### config.mk
export PLATFORM = sky130hd
export DESIGN_NAME = vls_state_unit
export DESIGN_NICKNAME = d
export VERILOG_FILES = /design/src/rtl/vls_pkg.sv /design/src/rtl/vls_rst_sync.sv /design/src/rtl/vls_idx_step.sv /design/src/rtl/vls_cond_gen.sv /design/src/rtl/vls_state_unit.sv
export SDC_FILE = /design/constraint.sdc
export NUM_CORES = 1
export LEC_CHECK = 0
export BUFFER_PORTS_ARGS = -buffer_cell sky130_fd_sc_hd__buf_2
export CAP_MARGIN = 5
export CORE_AREA = 2 2 75 91
export CTS_CLUSTER_DIAMETER = 80
export DETAILED_ROUTE_END_ITERATION = 8
export DIE_AREA = 0 0 77 93
export PLACE_DENSITY = 0.73
export SYNTH_ARGS = -nofsm -noshare
export SYNTH_HDL_FRONTEND = slang
export SYNTH_SLANG_ARGS = --single-unit
### constraint.sdc
create_clock -name clk -period 1.04 [get_ports clk]
set_input_delay 0.208 -clock clk [delete_from_list [all_inputs] [get_ports clk]]
set_output_delay 0.208 -clock clk [all_outputs]
set_load 0.01 [all_outputs]
### src/rtl/vls_pkg.sv
package vls_pkg;
  typedef enum logic {
    OP_SETLEN = 1'b0,
    OP_STEP   = 1'b1
  } vls_op_e;

  localparam int STATE_W = 64;
  localparam int VF_BIT  = 63;
  localparam int CF_W    = 4;
  localparam int CF_LT   = 3;
  localparam int CF_GT   = 2;
  localparam int CF_EQ   = 1;
  localparam int CF_SO   = 0;
  localparam int NLANE   = 2;
endpackage

### src/rtl/vls_rst_sync.sv
module vls_rst_sync #(
  parameter int STAGES = 2
) (
  input  logic clk,
  input  logic rst_n,
  output logic rst_n_sync
);
  logic [STAGES-1:0] sync_q;

  always_ff @(posedge clk or negedge rst_n) begin
    if (!rst_n) sync_q <= '0;
    else        sync_q <= {sync_q[STAGES-2:0], 1'b1};
  end

  assign rst_n_sync = sync_q[STAGES-1];
endmodule

### src/rtl/vls_idx_step.sv
module vls_idx_step #(
  parameter int IDX_W = 7
) (
  input  logic [IDX_W-1:0] cur_idx,
  input  logic [IDX_W-1:0] vec_len,
  output logic [IDX_W-1:0] nxt_idx,
  output logic             at_end
);
  logic [IDX_W:0] inc;

  always_comb begin
    inc     = {1'b0, cur_idx} + {{IDX_W{1'b0}}, 1'b1};
    at_end  = (vec_len == '0) || (inc >= {1'b0, vec_len});
    nxt_idx = at_end ? '0 : inc[IDX_W-1:0];
  end
endmodule

### src/rtl/vls_cond_gen.sv
module vls_cond_gen
  import vls_pkg::*;
(
  input  logic            reached_end,
  output logic [CF_W-1:0] field
);
  always_comb begin
    field        = '0;
    field[CF_EQ] = reached_end;
    field[CF_GT] = ~reached_end;
  end
endmodule

### src/rtl/vls_state_unit.sv
module vls_state_unit
  import vls_pkg::*;
#(
  parameter int IDX_W = 7,
  parameter int GPR_W = 64
) (
  input  logic               clk,
  input  logic               rst_n,
  input  logic               op_valid,
  input  logic               op_code,
  input  logic [IDX_W-1:0]   len_imm,
  input  logic               vf_req,
  input  logic               rec_req,
  output logic [STATE_W-1:0] state_word,
  output logic               gpr_we,
  output logic [GPR_W-1:0]   gpr_data,
  output logic               cond_valid,
  output logic [CF_W-1:0]    cond_field
);
  localparam int MVL_LSB = 0;
  localparam int VL_LSB  = IDX_W;
  localparam int SRC_LSB = 2 * IDX_W;
  localparam int DST_LSB = 3 * IDX_W;

  logic rst_n_int;

  logic [IDX_W-1:0] vl_q, vl_d, mvl_q, mvl_d;
  logic [IDX_W-1:0] idx_q [NLANE];
  logic [IDX_W-1:0] idx_d [NLANE];
  logic [IDX_W-1:0] idx_nxt [NLANE];
  logic [NLANE-1:0] lane_end;
  logic             vf_q, vf_d;
  logic             gpr_we_q, gpr_we_d;
  logic [GPR_W-1:0] gpr_data_q, gpr_data_d;
  logic             cv_q, cv_d;
  logic [CF_W-1:0]  cf_q, cf_d, cf_calc;
  logic             state_en;

  vls_rst_sync #(.STAGES(2)) u_rst (
    .clk        (clk),
    .rst_n      (rst_n),
    .rst_n_sync (rst_n_int)
  );

  // lane 0 walks the source index, lane 1 the destination index
  for (genvar g = 0; g < NLANE; g++) begin : g_lane
    vls_idx_step #(.IDX_W(IDX_W)) u_step (
      .cur_idx (idx_q[g]),
      .vec_len (vl_q),
      .nxt_idx (idx_nxt[g]),
      .at_end  (lane_end[g])
    );
  end

  vls_cond_gen u_cond (
    .reached_end (lane_end[0]),
    .field       (cf_calc)
  );

  assign state_en = op_valid;

  always_comb begin
    vl_d       = vl_q;
    mvl_d      = mvl_q;
    vf_d       = vf_q;
    idx_d      = idx_q;
    gpr_we_d   = 1'b0;
    gpr_data_d = gpr_data_q;
    cv_d       = 1'b0;
    cf_d       = '0;
    if (op_valid) begin
      if (vls_op_e'(op_code) == OP_SETLEN) begin
        vl_d       = len_imm;
        mvl_d      = len_imm;
        vf_d       = vf_req;
        for (int i = 0; i < NLANE; i++) idx_d[i] = '0;
        gpr_we_d   = 1'b1;
        gpr_data_d = GPR_W'(len_imm);
      end else begin
        for (int i = 0; i < NLANE; i++) idx_d[i] = idx_nxt[i];
        if (lane_end[0]) vf_d = 1'b0;
        cv_d = rec_req;
        cf_d = rec_req ? cf_calc : '0;
      end
    end
  end

  always_ff @(posedge clk or negedge rst_n_int) begin
    if (!rst_n_int) begin
      vl_q  <= '0;
      mvl_q <= '0;
      vf_q  <= 1'b0;
      for (int i = 0; i < NLANE; i++) idx_q[i] <= '0;
    end else if (state_en) begin
      vl_q  <= vl_d;
      mvl_q <= mvl_d;
      vf_q  <= vf_d;
      idx_q <= idx_d;
    end
  end

  always_ff @(posedge clk or negedge rst_n_int) begin
    if (!rst_n_int) begin
      gpr_we_q   <= 1'b0;
      gpr_data_q <= '0;
      cv_q       <= 1'b0;
      cf_q       <= '0;
    end else begin
      gpr_we_q   <= gpr_we_d;
      gpr_data_q <= gpr_data_d;
      cv_q       <= cv_d;
      cf_q       <= cf_d;
    end
  end

  always_comb begin
    state_word                          = '0;
    state_word[MVL_LSB +: IDX_W]        = mvl_q;
    state_word[VL_LSB  +: IDX_W]        = vl_q;
    state_word[SRC_LSB +: IDX_W]        = idx_q[0];
    state_word[DST_LSB +: IDX_W]        = idx_q[1];
    state_word[VF_BIT]                  = vf_q;
  end

  assign gpr_we     = gpr_we_q;
  assign gpr_data   = gpr_data_q;
  assign cond_valid = cv_q;
  assign cond_field = cf_q;
endmodule

* Yosys cells after proc, flatten, opt, wreduce, memory -nomap -nowiden *
Index checks and enable logic that the tools add are counted.

word-level totals
  output and inout port bits = 134
  bits in registers = 30
  bits of input ports = 13

cells by class
  add/sub/neg operators = 2
  multiplexer cells = 12
  reductions and logical operators = 5
  equality and inequality tests = 1
  order comparisons = 2
  bitwise gates (word level) = 2

operators with widths
  operator                                        number
  adder 7 x 1 -> 8 bit (second input constant)    2
  >= comparator 8 x 7 -> 1 bit                    2
  2-to-1 mux 14 bit                               1
  2-to-1 mux 7 bit                                2
  2-to-1 mux 3 bit                                3
  zero test 7 bit                                 1
  2-to-1 mux 1 bit                                6
  AND reduction 2 bit                             2
  logical OR 1 bit                                2
  != test 2 x 1 -> 1 bit (second input constant)  1
  inverter 1 bit                                  2

* Depth between registers and ports, before layout *
Gate-level depths: netlist of the first run.

  depth after elaboration = 7
  depth in mapped cells = 10

* Hierarchy *
Synthesis of the first run repeated with hierarchy kept, for this count alone.

second synthesis, totals
  cells, all modules = 298
  area total of the unflattened synthesis = 2701.3 um^2

modules (own cells, without submodules)
  module          times used  sequential area each (um^2)  area an instance (um^2)  cells an instance
  vls_state_unit  1           700.7                        1911.8                   200
  vls_idx_step    2           0.0                          352.8                    45
  vls_rst_sync    1           50.0                         53.8                     3
  vls_cond_gen    1           0.0                          30.0                     5

* Worst setup path before layout of the first run *
No wires, ideal clock.

  path kind = reg-to-reg
  start = register idx_q, in the netlist state_word[23]
  end = register idx_q, in the netlist state_word[23]
  setup slack = -1158 ps
  cell stages (with the launch flop) = 11
  path buffers = 1
  arrival time = 2133 ps
  required time = 975 ps
  cell sequence = dfrtp_1 clkbuf_2 nand3_1 nor2_1 xor2_1 ha_1 a21o_1 a211oi_2 o211ai_2 o311ai_1 o21a_1

between the ends
  cells in the longest elaborated chain, start to end = 5

RTL lines
  what                          line                  RTL
  start: declaration            vls_state_unit.sv:28  logic [IDX_W-1:0] idx_q [NLANE];
  start signal: assignment      vls_state_unit.sv:98  idx_q <= idx_d;
  adder 7 x 1 -> 8 bit (*)      vls_idx_step.sv:12    inc = {1'b0, cur_idx} + {{IDX_W{1'b0}}, 1'b1};
  >= comparator 8 x 7 -> 1 bit  vls_idx_step.sv:13    at_end = (vec_len == '0) || (inc >= {1'b0, vec_len});
  logical OR 1 bit              vls_idx_step.sv:13
  2-to-1 mux 7 bit (*)          vls_idx_step.sv:14    nxt_idx = at_end ? '0 : inc[IDX_W-1:0];
  2-to-1 mux 14 bit (*)         vls_state_unit.sv:72  if (vls_op_e'(op_code) == OP_SETLEN) begin

Every way passes the cells marked *; elsewhere a longest branch is shown, timed or not.
A chain may end at the register's enable or synchronous reset.

* Final worst setup path of the first run *
  start = register idx_q, in the netlist state_word[23]
  end = register idx_q, in the netlist state_word[26]

Same word-level chain as after synthesis.

==> out/summary.md, run 1 <==
* 8630 microns — wire length of the first global-routing pass
* 0.427 GHz — maximum operating frequency
* 28 — sink count of the clock tree
* 14.0 microns — post-DR wirelength/cell
* dfrtp_1 — Top FF cell, synth
* 0.113 — Compound-Gate Fraction of Synth Area
* 0 — initial antenna violation count
* 7160 sq um — DIE AREA
* 77 microns — horizontal die dimension
* 0 — overflow left after global routing
* 0 — max cap viols
* 0.151 — GR Util All Layers
* 42.3% — area grow syn2layout
* 2450 sq um — combined area of all synthesized cells
* state_word[23] — r2r startpoint
* state_word[26] — FF-to-FF End
* 1.79 nW — static leakage power
* 0.830 — gp weighted congestion
* 27 — maximum number of pins on one net before global-route repair
* 398 — Total Nets Final
* 712 sq um — total area of sequential cells
* -1300 ps — post-route worst setup slack
* -1300 ps — register-to-register setup slack
* 6330 sq um — standard cell core area
* 4.07 mW — total power consumption of the routed design
* 9 — length in cells of the worst reg-to-reg path
* 100 ps — Reg clk slew, reported paths
* 52 — final setup violating endpoints
* 3 — clock buffer count from CTS
* 0 — final antenna diode count
* 2740 sq um — area of placed instances
* 3960 microns — HPWL Detailed
* 147 — Boundary Pins
* clkbuf_8 — root buffer cell
* flip-flop to flip-flop — Worst Setup Path Type
* 28 — register bit total from synthesis
* 1170 nW/um^2 — Power per Cell Area
* 40 — distinct cell type count of the synthesized netlist
* compound AO/OA/AOI/OAI gates — top cell family by delay on the critical path
* input port to flip-flop — worst min-delay path category
* state_word[26] — critical path endpoint
* flip-flop — sort of element at the end of the critical path
* 0.387 — initial standard-cell utilization of the core
* -1170 ps — minimum setup slack after placement
* 1270 ps — required time of the critical path
* buf_4 > nand4_1 > nor2_2 > xor2_1 > ha_1 > a211oi_2 > o211ai_2 > o311ai_1 > o21a_1 — chain of cells forming the critical path
* 0.000693 V — highest ir drop seen on vdd
* 4.34 — via-per-instance ratio
* 1968 — DR vias
* 266 — synthesized netlist cell count
* negative setup slack — violations in the final reports
* 1 — buffering stage count on the worst path with inverters included
* 0 — number of warnings issued by yosys
* done — TritonCTS clock tree
* 0 — count of endpoints failing hold in the final timing report
* buffers and inverters — dominant combinational cell family by area after synthesis
* 6350 microns — routed wire length
* flip-flop — sort of element at the start of the critical path
* 428 — cell total after placement
* 52 — number of input and output port buffers inserted
* 2570 ps — arrival time at the worst endpoint
* 9.21 sq um — average size of a mapped cell
* 9 — count of cell instances traversed by the critical path
* 2 — maximum buffer depth of the clock tree
* 0 — final number of max-transition violations
* 0.484 — share of cells above drive strength 1
* 3490 sq um — final instance area
* 400 ps — stage delay of the slowest cell on the critical path
* dfrtp_1 — worst-path cell with the longest stage delay
* yes — unrepaired setup endpoints after global routing
* 1785 — via count of the first global-routing pass
* 0 — number of flops mapped to enable cells by yosys
* state_word[23] — startpoint of the worst setup timing path
* 32 — # rows
* 2.25 — period utilization
* 5 — top fanout value on the critical path
* 453 — Final Non-Filler Cells
* 0.286 — sequential area share after synthesis
* 2340 ps — crit path time final
* 1510 sq um — area of combinational cells with multiple inputs
* 280 ps — clk_lat worst skew
* 0.551 — final core utilization
* 0 — remaining design rule violation count
* 1.00 — async set-reset flop share out of synthesis
* 0.0357 — XOR/XNOR Fraction of Synth Area
* 525 — fill cell total of the finished layout
* -24470 ps — setup TNS
* 130 ps — worst hold slack
* len_imm[3] — launch point of the worst hold path
* 0.0138 — post-synthesis mux area share
* 0.112 — simple-gate portion of the synthesized area
* 1 — Clock H-tree levels
* 93 microns — height of the chip
* 0 — post-route antenna net violation count
* 4 — drt pass-1 iters
* 4.78 ps — worst clock skew
* 0.0817 — area share of fa/ha/maj cells after synthesis
* 98 — initial DRC count
* finished, violations left — status
synthesized netlist by cell type (3+ instances only):
cell type | number | area, sq um
buf_4 | 109 | 818
dfrtp_1 | 28 | 701
nand2_1 | 17 | 63.8
ha_1 | 16 | 200
nand3_1 | 9 | 45.0
inv_1 | 8 | 30.0
nor2_1 | 7 | 26.3
o21ai_0 | 7 | 35.0
a22o_1 | 6 | 52.6
o2bb2ai_1 | 5 | 43.8
xnor2_1 | 5 | 43.8
xor2_1 | 5 | 43.8
clkbuf_1 | 3 | 11.3
mux2_2 | 3 | 33.8
nor3_1 | 3 | 15.0
o21a_1 | 3 | 22.5
area by class of cell:
cell class,count,share of cell area
timing repair buffer,119,0.308
tap,85,0.0305
clock buffer,4,0.0158
multi-input combinational,209,0.433
inverter,8,0.00861
sequential,28,0.204
power breakdown:
part           switching [mW]  total (mW)  leakage, nW  internal (mW)
combinational            1.01        2.05         1.41           1.04
clock                   0.358       0.697       0.0288          0.339
sequential              0.120        1.31        0.352           1.19
total                    1.49        4.07         1.79           2.57
how the worst min path moves through the flow:
stage | end | slack [ps] | depth (start not counted)
finish | gpr_data[3] | 130 | 3
global route | gpr_data[5] | 150 | 3
CTS | gpr_data[3] | 130 | 3
detailed placement | u_rst.sync_q[1] | -5 | 1
global placement | u_rst.sync_q[0] | -7 | 1
floorplan | u_rst.sync_q[0] | -90 | 0
per-layer routing:
layer / wire (microns) / vias to the layer above / GRT usage
met5: 0 / - / 0
met4: 96 / 0 / 0.0580
met3: 448 / 8 / 0.0261
met2: 3550 / 119 / 0.289
met1: 2260 / 942 / 0.164
li1: - / 899 / -
state kept, by name, indices dropped and copies added (netlist names):
signal        flops
gpr_we            1
cond_valid        1
cond_field        2
u_rst.sync_q      2
gpr_data          7
vf_q              1
state_word       14
cell usage in the layout (no fill, tap or decap), drive strengths merged, types with 2 or more instances in the layout:
master     n
nor2b      2
buf      118
clkbuf     4
nand3      9
nand2     17
nor3       4
and3       2
dfrtp     28
o311ai     2
xor2       5
a22o       6
o211ai     2
inv        8
conb      95
nor2       8
o21a       3
mux2       3
o2bb2ai    5
nand4      2
xnor2      5
a21o       2
ha        16
a21oi      2
o21ai      7
nor4       3
worst min-delay path, stage by stage:
cell and delay [ps]:
buf_2 70, nand2_1 30, o21ai_0 60
repair_timing:
item	in CTS	in global routing
hold endpoints to repair	2	0
resized for setup	69	35
buffers inserted	9	17
hold buffers	1	0
pin swaps	21	21
setup endpoints to repair	52	53
cloned	0	0
kinds of logic (layout without fill, tap and decap cells):
logic type                 Yosys count  after routing
xor gates and xnor gates            10             10
and+or+nand+nor                     52             52
muxes                                3              3
adders and majority gates           16             16
AOI/OAI and AO/OA                   33             33
other                                2             95
buffers and inverters              122            131
DFF                                 28             28
Note: power is estimated with default switching activity, not from simulation.
==> run 2, diff against run 1 <==
Settings changed: BUFFER_PORTS_ARGS -buffer_cell sky130_fd_sc_hd__buf_2 to not set, DONT_BUFFER_PORTS set to 1, PLACE_DENSITY 0.73 to not set.
==> run 2 against run 1 <==
The flow still finishes with violations (negative setup slack). Flip-flop and latch count unchanged. Global-route usage decreased by 1.5 points. Register-to-register slack improved by 130 ps. Wire length down 18%. Combinational power shrank 29%. Cell count down 11%. Critical path depth unchanged. Maximum frequency up 5.9%. Utilization down 8.3 points. Worst setup slack better by 130 ps. Power down 14%.
==> out/summary.md, run 2 (same netlist as run 1, synthesis figures left out) <==
* 0 — number of input and output port buffers inserted, -100%
* 0 — final antenna diode count, unchanged
* 1619 — via count of the first global-routing pass, -9.3%
* 32 — # rows, unchanged
* 5 — top fanout value on the critical path, unchanged
* 1180 nW/um^2 — Power per Cell Area, +1.4%
* 2520 sq um — area of placed instances, -7.9%
* 0 — overflow left after global routing, unchanged
* ha_4 > nand3_2 > buf_4 > xnor2_1 > ha_1 > o2111ai_2 > a21oi_4 > nor3_4 > mux2_4 — chain of cells forming the critical path
* 5.01 ps — worst clock skew, +0.223 ps
* 280 ps — clk_lat worst skew, about the same
* 1.50 nW — static leakage power, -16%
* 34.8 ps — worst hold slack, -95.3 ps
* 13.0 microns — post-DR wirelength/cell, -7.2%
* conb_1 — leading cell type in the layout, fill and taps excluded
* 0.000487 V — highest ir drop seen on vdd, -30%
* 2960 sq um — final instance area, -15%
* 0 — remaining design rule violation count, unchanged
* 100 ps — Reg clk slew, reported paths, about the same
* yes — unrepaired setup endpoints after global routing
* 0 — post-route antenna net violation count, unchanged
* 6330 sq um — standard cell core area, unchanged
* 14 — number of flip-flops under the largest register name, unchanged
* 0 — max cap viols, unchanged
* 3820 microns — HPWL Detailed, -3.6%
* 606 — fill cell total of the finished layout, +15%
* 2.19 mW — cell internal pwr, -15%
* 147 — Boundary Pins, unchanged
* negative setup slack — violations in the final reports
* 7740 microns — wire length of the first global-routing pass, -10%
* 0.372 — share of cells above drive strength 1, -0.111
* done — TritonCTS clock tree
* state_word[14] — r2r startpoint
* 2390 ps — arrival time at the worst endpoint, -180 ps
* flip-flop to flip-flop — Worst Setup Path Type
* 712 sq um — total area of sequential cells, unchanged
* clkbuf_8 — root buffer cell
* dfrtp_2 — worst-path cell with the longest stage delay
* 0 — final number of max-transition violations, unchanged
* state_word[14] — startpoint of the worst setup timing path
* 52 — final setup violating endpoints, unchanged
* len_imm[6] — launch point of the worst hold path
* 2 — maximum buffer depth of the clock tree, unchanged
* 0 — count of endpoints failing hold in the final timing report, unchanged
* flip-flop — sort of element at the end of the critical path
* 0.387 — initial standard-cell utilization of the core, unchanged
* input port to flip-flop — worst min-delay path category
* 0.375 — Switching Share, +0.00797
* 1220 ps — required time of the critical path, -50 ps
* 0.452 GHz — maximum operating frequency, +5.9%
* flip-flop — sort of element at the start of the critical path
* 28 — sink count of the clock tree, unchanged
* 4.25 — via-per-instance ratio, -2.1%
* 5230 microns — routed wire length, -18%
* 0.136 — GR Util All Layers, -0.0147
* conb_1, buf_4, buf_6, dfrtp_1, nand2_1 — commonest cells after routing, fill and taps aside
* 77 microns — horizontal die dimension, unchanged
* 2210 ps — crit path time final, -130 ps
* 347 — Total Nets Final, -13%
* 0 — initial antenna violation count, unchanged
* 0.823 — gp weighted congestion, -0.92%
* 0.416 — part of the power in combinational logic, -0.089
* 1709 — DR vias, -13%
* 1.31 mW — NetSw, -12%
* finished, violations left — status
* met4 — uppermost metal layer occupied by signal nets
* -20790 ps — setup TNS, +3680 ps
* 7160 sq um — DIE AREA, unchanged
* -1170 ps — post-route worst setup slack, +130 ps
* 506 microns — met3 routed WL, +13%
* 51 — initial DRC count, -48%
* 93 microns — height of the chip, unchanged
* 0.468 — final core utilization, -0.0835
* 4 — drt pass-1 iters, unchanged
* 1 — Clock H-tree levels, unchanged
* 2.13 — period utilization, -0.125
* 0.203 — power share of the clock group, +0.032
* 1440 sq um — area of combinational cells with multiple inputs, -4.6%
* 440 ps — stage delay of the slowest cell on the critical path, +40 ps
* 27 — maximum number of pins on one net before global-route repair, unchanged
* adder cells — top cell family by delay on the critical path
* 2830 microns — amount of wire on met2 after detailed routing, -20%
* 1 — buffering stage count on the worst path with inverters included, unchanged
* 3 — clock buffer count from CTS, unchanged
* 1800 microns — DRT met1 WL, -20%
* 0.381 — sequential share of power, +0.058
* 20.7% — area grow syn2layout
==> run 2: final timing paths <==
| kind | end | slack [ps] | depth (start not counted) |
|---|---|---|---|
| worst max-delay path | state_word[14] | -1170 | 9 |
| worst min-delay path | gpr_data[6] | 30 | 2 |
| worst max register to register | state_word[14] | -1170 | 9 |
| worst min register to register | state_word[24] | 240 | 1 |
| max in group asynchronous | gpr_data[0] | 530 | 1 |
| min in group asynchronous | u_rst.sync_q[1] | 140 | 1 |
==> run 2: area by class of cell <==
class | count | area share
multi-input cells | 209 | 0.487
flip-flops and latches | 28 | 0.241
repair buffers | 68 | 0.208
well taps | 85 | 0.0359
clock buffers | 4 | 0.0186
inverters | 8 | 0.0101
==> run 2: routing by layer <==
layer	vias to the layer above	global-route usage
met5	-	0
met4	0	0.0551
met3	8	0.0338
met2	101	0.266
met1	808	0.136
li1	792	-
==> run 2: timing repair <==
action / CTS / global route
hold buffers: 1 / 0
pin swaps: 22 / 19
buffers inserted: 9 / 11
setup endpoints to repair: 52 / 52
gates resized for setup: 45 / 15
endpoints found under the hold margin: 2 / 0
==> run 2: through the flow <==
stage	power [mW]	cells	setup slack (ps)
final	3.50	402	-1170
after global routing	3.70	402	-1290
after CTS	3.46	396	-1120
after detailed placement	2.59	382	-1160
after global placement	2.55	382	-1090
after floorplan	2.59	359	-1110
==> run 2: power by group through the flow <==
| stage | clock, mW | sequential [mW] | combinational [mW] |
|---|---|---|---|
| final | 0.711 | 1.33 | 1.45 |
| after global routing | 0.768 | 1.35 | 1.58 |
| after CTS | 0.720 | 1.32 | 1.42 |
| after detailed placement | 0 | 1.33 | 1.26 |
| after global placement | 0 | 1.32 | 1.23 |
| after floorplan | 0 | 1.38 | 1.21 |
